**src/rtl/hiccup_seq.sv**
```systemverilog
module hiccup_seq #(
  parameter int OFF_TICKS = 8800
) (
  input  logic clk,
  input  logic rst_n,
  input  logic enable,
  input  logic tick,
  input  logic ss_done,
  input  logic ilim,
  input  logic vout_low,
  output logic conv_off,
  output logic ss_restart,
  output logic oc_event
);

  localparam int CW = $clog2(OFF_TICKS + 1);
  localparam logic [CW-1:0] LAST = CW'(OFF_TICKS - 1);

  typedef enum logic [1:0] {S_IDLE, S_SOFT, S_RUN, S_OFF} st_t;

  st_t st;
  logic [CW-1:0] cnt;

  logic fault, last_tick;
  assign fault     = ilim && vout_low;
  assign last_tick = tick && (cnt == LAST);
  assign conv_off  = (st == S_OFF);

  always_ff @(posedge clk or negedge rst_n) begin
    if (!rst_n) begin
      st         <= S_IDLE;
      cnt        <= '0;
      oc_event   <= 1'b0;
      ss_restart <= 1'b0;
    end else if (!enable) begin
      st         <= S_IDLE;
      cnt        <= '0;
      oc_event   <= 1'b0;
      ss_restart <= 1'b0;
    end else begin
      oc_event   <= 1'b0;
      ss_restart <= 1'b0;
      unique case (st)
        S_IDLE: st <= S_SOFT;
        S_SOFT: if (ss_done) st <= S_RUN;
        S_RUN: begin
          if (fault) begin
            st       <= S_OFF;
            cnt      <= '0;
            oc_event <= 1'b1;
          end
        end
        S_OFF: begin
          if (last_tick) begin
            st         <= S_SOFT;
            cnt        <= '0;
            ss_restart <= 1'b1;
          end else if (tick) begin
            cnt <= cnt + 1'b1;
          end
        end
        default: st <= S_IDLE;
      endcase
    end
  end

  a_r3_fault_enters_off: assert property (@(posedge clk) disable iff (!rst_n)
    (enable && st == S_RUN && ilim && vout_low) |=> (conv_off && oc_event));

  a_r2_event_only_from_run: assert property (@(posedge clk) disable iff (!rst_n)
    oc_event |-> ($past(st) == S_RUN && conv_off));

  a_r5_hold_without_tick: assert property (@(posedge clk) disable iff (!rst_n)
    (conv_off && enable && !tick) |=> conv_off);

  a_r5_cnt_bound: assert property (@(posedge clk) disable iff (!rst_n)
    cnt <= LAST);

  a_r6_restart_leaves_off: assert property (@(posedge clk) disable iff (!rst_n)
    ss_restart |-> (!conv_off && $past(conv_off) && st == S_SOFT));

  a_r8_disable_idles: assert property (@(posedge clk) disable iff (!rst_n)
    !enable |=> (!conv_off && !ss_restart && !oc_event && cnt == '0));

  a_r9_pulses_exclusive: assert property (@(posedge clk) disable iff (!rst_n)
    $onehot0({oc_event, ss_restart}));

endmodule

```
**config.mk**
```make
export PLATFORM = sky130hd
export DESIGN_NAME = hiccup_seq
export DESIGN_NICKNAME = d
export VERILOG_FILES = /design/src/rtl/hiccup_seq.sv
export SDC_FILE = /design/constraint.sdc
export NUM_CORES = 1
export LEC_CHECK = 0
export CAP_MARGIN = 20
export CORE_MARGIN = 2
export CORE_UTILIZATION = 50
export DETAILED_ROUTE_END_ITERATION = 16
export HOLD_SLACK_MARGIN = 0.06
export PLACE_DENSITY = 0.71
export SLEW_MARGIN = 40
export SYNTH_ARGS = -nofsm -noshare
export SYNTH_HDL_FRONTEND = slang
export SYNTH_SLANG_ARGS = --single-unit
export TNS_END_PERCENT = 30
```
**constraint.sdc**
```tcl
create_clock -name clk -period 4.5 [get_ports clk]
set_input_delay 0.9 -clock clk [delete_from_list [all_inputs] [get_ports clk]]
set_output_delay 0.9 -clock clk [all_outputs]
set_load 0.005 [all_outputs]
```
# --- After elaboration in Yosys (flattened, before gate mapping) ---
# Index checks and enable logic that the tools add are counted.
totals:
  wordCells: 35
  latchBits: 0
  mem_count: 0
  inputBits: 7
  ff_bits: 18
  ramBits: 0
  rom_bits: 0
classes:
  magnitude_cmp: 0
  n_addsub: 1
  muxes: 16
  reduce_logical: 5
  eq_ne: 9
  bitwise_logic: 0
  div: 0
  shifts: 0
  multipliers: 0
op_table:
  columns: ["operator", "count"]
  rows:
  - ["$mux W14", 4]
  - ["$pmux W14 S2", 1]
  - ["$add A14 B1 Y14 const B", 1]
  - ["$eq A14 B14 Y1 const B", 1]
  - ["$mux W2", 4]
  - ["$pmux W2 S4", 1]
  - ["$mux W1", 6]
  - ["$ne A3 B3 Y1 const B", 2]
  - ["$reduce_and A3 Y1", 2]
  - ["$eq A2 B2 Y1 const B", 2]
  - ["$ne A4 B3 Y1 const B", 1]
  - ["$ne A3 B1 Y1 const B", 1]
  - ["$ne A3 B2 Y1 const B", 1]
  - ["$eq A2 B1 Y1 const B", 1]
  - ["$logic_and A1 B1 Y1", 2]
  - ["$logic_not A2 Y1", 1]

# --- Logic depth before layout (Yosys ltp) ---
logic_depth:
  word_depth: 5
  mapped_depth: 7
  depth_no_buf: 6

# --- Worst setup path before layout ---
# OpenSTA, ideal clock, no wires.
synth_timing:
  path_type: "input to register"
  from: "in enable"
  to: "reg cnt[5]"
  arrival_ns: 1.978
  required_ns: 4.422
  path_stages: 5
  slack_ns: 2.444
  setup_ns: 0.078
  path_buffers: 1
  cell_sequence: "buf_2 > and2_0 > a221o_1 > or3_1 > a21oi_1"
synth_between:
  elab_chain_cells: 2
  word_cells_on_any_way: 5
  classes_between: "eq/ne: 3; mux: 1; reduce/logical: 1"
synth_rtl:
  columns: ["element", "line", "source"]
  rows:
  - ["start: declaration", "6", "input logic enable,"]
  - ["$ne A4 B3 Y1 (no source line), or another cell as far along", null, null]
  - ["$reduce_and A3 Y1 (no source line)", null, null]
  - ["end signal: assignment", "59", "cnt <= cnt + 1'b1;"]
  - ["end: declaration", "22", "logic [CW-1:0] cnt;"]
# Several ways; a longest one is shown, not always the timed one.
# A chain may end at the register's enable or synchronous reset.

# --- Worst setup path after layout ---
layout_timing:
  from: "in ilim"
  to: "reg cnt[2]"
layout_between:
  elab_chain_cells: 3
layout_rtl:
  columns: ["element", "line", "source"]
  rows:
  - ["start: declaration", "9", "input logic ilim,"]
  - ["$logic_and A1 B1 Y1", "25", "assign fault = ilim && vout_low;"]
  - ["$ne A3 B3 Y1 (no source line)", null, null]
  - ["$reduce_and A3 Y1 (no source line)", null, null]
# No other way between the ends.

==> impl_metrics.json <==
{
  "status": "finished clean",
  "max-vdd-ir-drop_v": 0.000244,
  "synth_top_cell_by_area": "dfrtp_1",
  "yosys_warnings": 0,
  "antenna_left": 0,
  "sw_frac_of_total_pct": 30.4,
  "start_util_pct": 54.5,
  "syn-num-nets": 125,
  "clock_latency_ns": 0.30,
  "min_path_type": "in2async",
  "setup_violations": 0,
  "syn_area_mm2": 0.00110,
  "grt_usage_pct": 20.1,
  "io_buffers": 9,
  "vias_per_cell": 6.15,
  "cts-resized-gates": 0,
  "power_per_cell_area_mw_per_mm2": 297,
  "slew_violations": 0,
  "synth_seq_cells": 18,
  "h-tree-depth": 1,
  "fin_ws_ns": 2.02,
  "clk_path_buf_depth": 2,
  "cts_num_sinks": 18,
  "vias": 917,
  "tightest_slew_ns": 0.654,
  "max_clock_freq_mhz": 403,
  "final_cell_area_mm2": 0.00123,
  "ios": 10,
  "drive_gt1_share_pct": 10.7,
  "diodes": 0,
  "avgSynthCellArea_um2": 9.66,
  "gp_congestion": 0.799,
  "busiest_layer": "met2",
  "p_clk_share_pct": 27.5,
  "root_buffer": "clkbuf_4",
  "crit_chain": "clkdlybuf4s50_1 > a21boi_0 > o21a_1 > or4b_2 > nand2_1",
  "cp-start-kind": "primary input",
  "period_minus_slack_ns": 2.48,
  "setup_tns_ns": 0,
  "postCtsSetupRepairBufs": 0,
  "postSynthCellCount": 114,
  "drt-initial-drc-count": 20,
  "cpPeakStageDelay_ns": 0.72,
  "grtUsageMet1_pct": 24.2,
  "clk_pin_slew_ns": 0.11,
  "cp.arrival_ns": 2.73,
  "internal_power_mw": 0.253,
  "cts_buffers": 3,
  "grt_pass1_vias": 911,
  "grt_pass1_wl_mm": 3.94,
  "yosys.area.top_type_share_pct": 40.9,
  "worstPathMaxFanout": 24,
  "ys_seq_area_share_pct": 40.9,
  "drcViolationCount": 0,
  "worst-setup-path-type": "in2reg",
  "synth_area_leaders": "dfrtp_1, a21oi_1, ha_1",
  "max_cap_violations": 0,
  "wl_mm": 2.23,
  "finalNonFillerCells": 149,
  "place_inst": 145,
  "dr.pass1.iters": 4,
  "rsz0062_at_grt": "false",
  "finClkSkew_ns": 0.0148,
  "met3_usage_pct": 5.26,
  "final_core_util_pct": 60.8,
  "post-place-ws_ns": 1.70,
  "tritoncts": "done",
  "die_h_um": 50.9,
  "post-layout-total-power_mw": 0.364,
  "async_reset_ff_share_pct": 100,
  "p_leak_nw": 0.507,
  "ys.flop_type": "dfrtp_1",
  "dieArea_mm2": 0.00259,
  "dp.final_hpwl_mm": 1.68,
  "synth_cell_types": 41,
  "areaGrowthSynthToFinish_pct": 11.6,
  "grt_util_met2_pct": 35.1,
  "cp-end-kind": "flop",
  "hold_violations": 0,
  "layout.nets": 134,
  "synth_edf_count": 0,
  "switchingPower_mw": 0.111,
  "num_rows": 16,
  "crit_path_top_delay_cell": "or4b_2",
  "fin_crit_sh_pct": 55.1,
  "antenna_found_initial": 0,
  "dieWidth_um": 50.9,
  "grt_overflow": 0,
  "grt_max_degree": 25,
  "design.core.area_mm2": 0.00202,
  "cts_hold_buffers": 0,
  "power.share.combinational_pct": 23.7,
  "dpl-instance-area_mm2": 0.00120,
  "drt-wirelength-per-cell_um": 15.0,
  "max_slew_margin_pct": 56.4,
  "ff2ff_path_depth": 6,
  "cp.required_ns": 4.75,
  "power_frac_seq_pct": 48.8,
  "whs_ns": 0.513
}
cells in the final DEF (no fill, tap or decap), types with 3 or more instances in the layout:
master,n
nand4_1,6
clkbuf_4,3
nand2_1,11
clkdlybuf4s50_1,8
ha_1,4
inv_1,4
nor2_1,4
o21ai_0,10
a21oi_1,10
dfrtp_1,18
or3_1,8
final timing paths:
path	from	end	slack, ns
worst max-delay path	ilim	cnt[2]	2.02
min in group clk	cnt[0]	cnt[0]	0.55
worst max register to register	st[0]	cnt[2]	2.33
max in group asynchronous	rst_n	cnt[4]	3.68
worst min-delay path	rst_n	st[1]	0.51
worst min register to register	cnt[0]	cnt[0]	0.55
sequential cells by signal, summed over array words and instances, names as in the netlist:
signal,count
ss_restart,1
oc_event,1
cnt,14
st,2
cell families (layout without fill, tap and decap cells):
logic type / count (synthesis) / after routing / synth area share [%]
simple gates: 48 / 48 / 28.5
compound gates: 33 / 33 / 20.5
flops: 18 / 18 / 40.9
buf+inv: 9 / 17 / 3.86
fa+ha+maj: 4 / 4 / 4.55
xor+xnor: 1 / 1 / 0.796
mux: 1 / 1 / 0.909
routing by layer:
metal	routed length (µm)	share of wire, %	up-vias
li1	-	-	447
met2	1150	52	15
met4	13	0.58	0
met1	995	45	453
met5	0	0	-
met3	69	3.1	2
worst max-delay path: cells and delay by family:
family / cells / cell delay [ns]
AO/OA/AOI/OAI: 2 / 0.52
buffers and inverters: 1 / 0.50
AND/OR/NAND/NOR: 2 / 0.80
Yosys cell counts (2+ instances only):
| cell | number |
|---|---|
| nand3_1 | 2 |
| nand4_1 | 6 |
| nor2_1 | 4 |
| a21oi_1 | 10 |
| or3_1 | 8 |
| and2_1 | 2 |
| dfrtp_1 | 18 |
| o21ai_0 | 10 |
| o21a_1 | 2 |
| clkbuf_1 | 3 |
| o31ai_1 | 2 |
| nand2_1 | 11 |
| ha_1 | 4 |
| or4_1 | 2 |
| inv_1 | 4 |
final cells by class:
type                            instances  area [µm²]
Fill cell                             183         793
Multi-Input combinational cell         87         608
Sequential cell                        18         450
Timing Repair Buffer                    9        85.1
Clock buffer                            4        36.3
Tap cell                               27        33.8
Inverter                                4        15.0
power groups by stage:
stage | sequential [mW] | combinational (mW) | clock [mW]
2_1_floorplan | 0.179 | 0.0606 | 0
3_3_place_gp | 0.180 | 0.0821 | 0
3_5_place_dp | 0.181 | 0.0867 | 0
4_1_cts | 0.178 | 0.0872 | 0.103
5_1_grt | 0.179 | 0.0964 | 0.111
6_report | 0.178 | 0.0862 | 0.100
(Power assumes the default switching activity.)
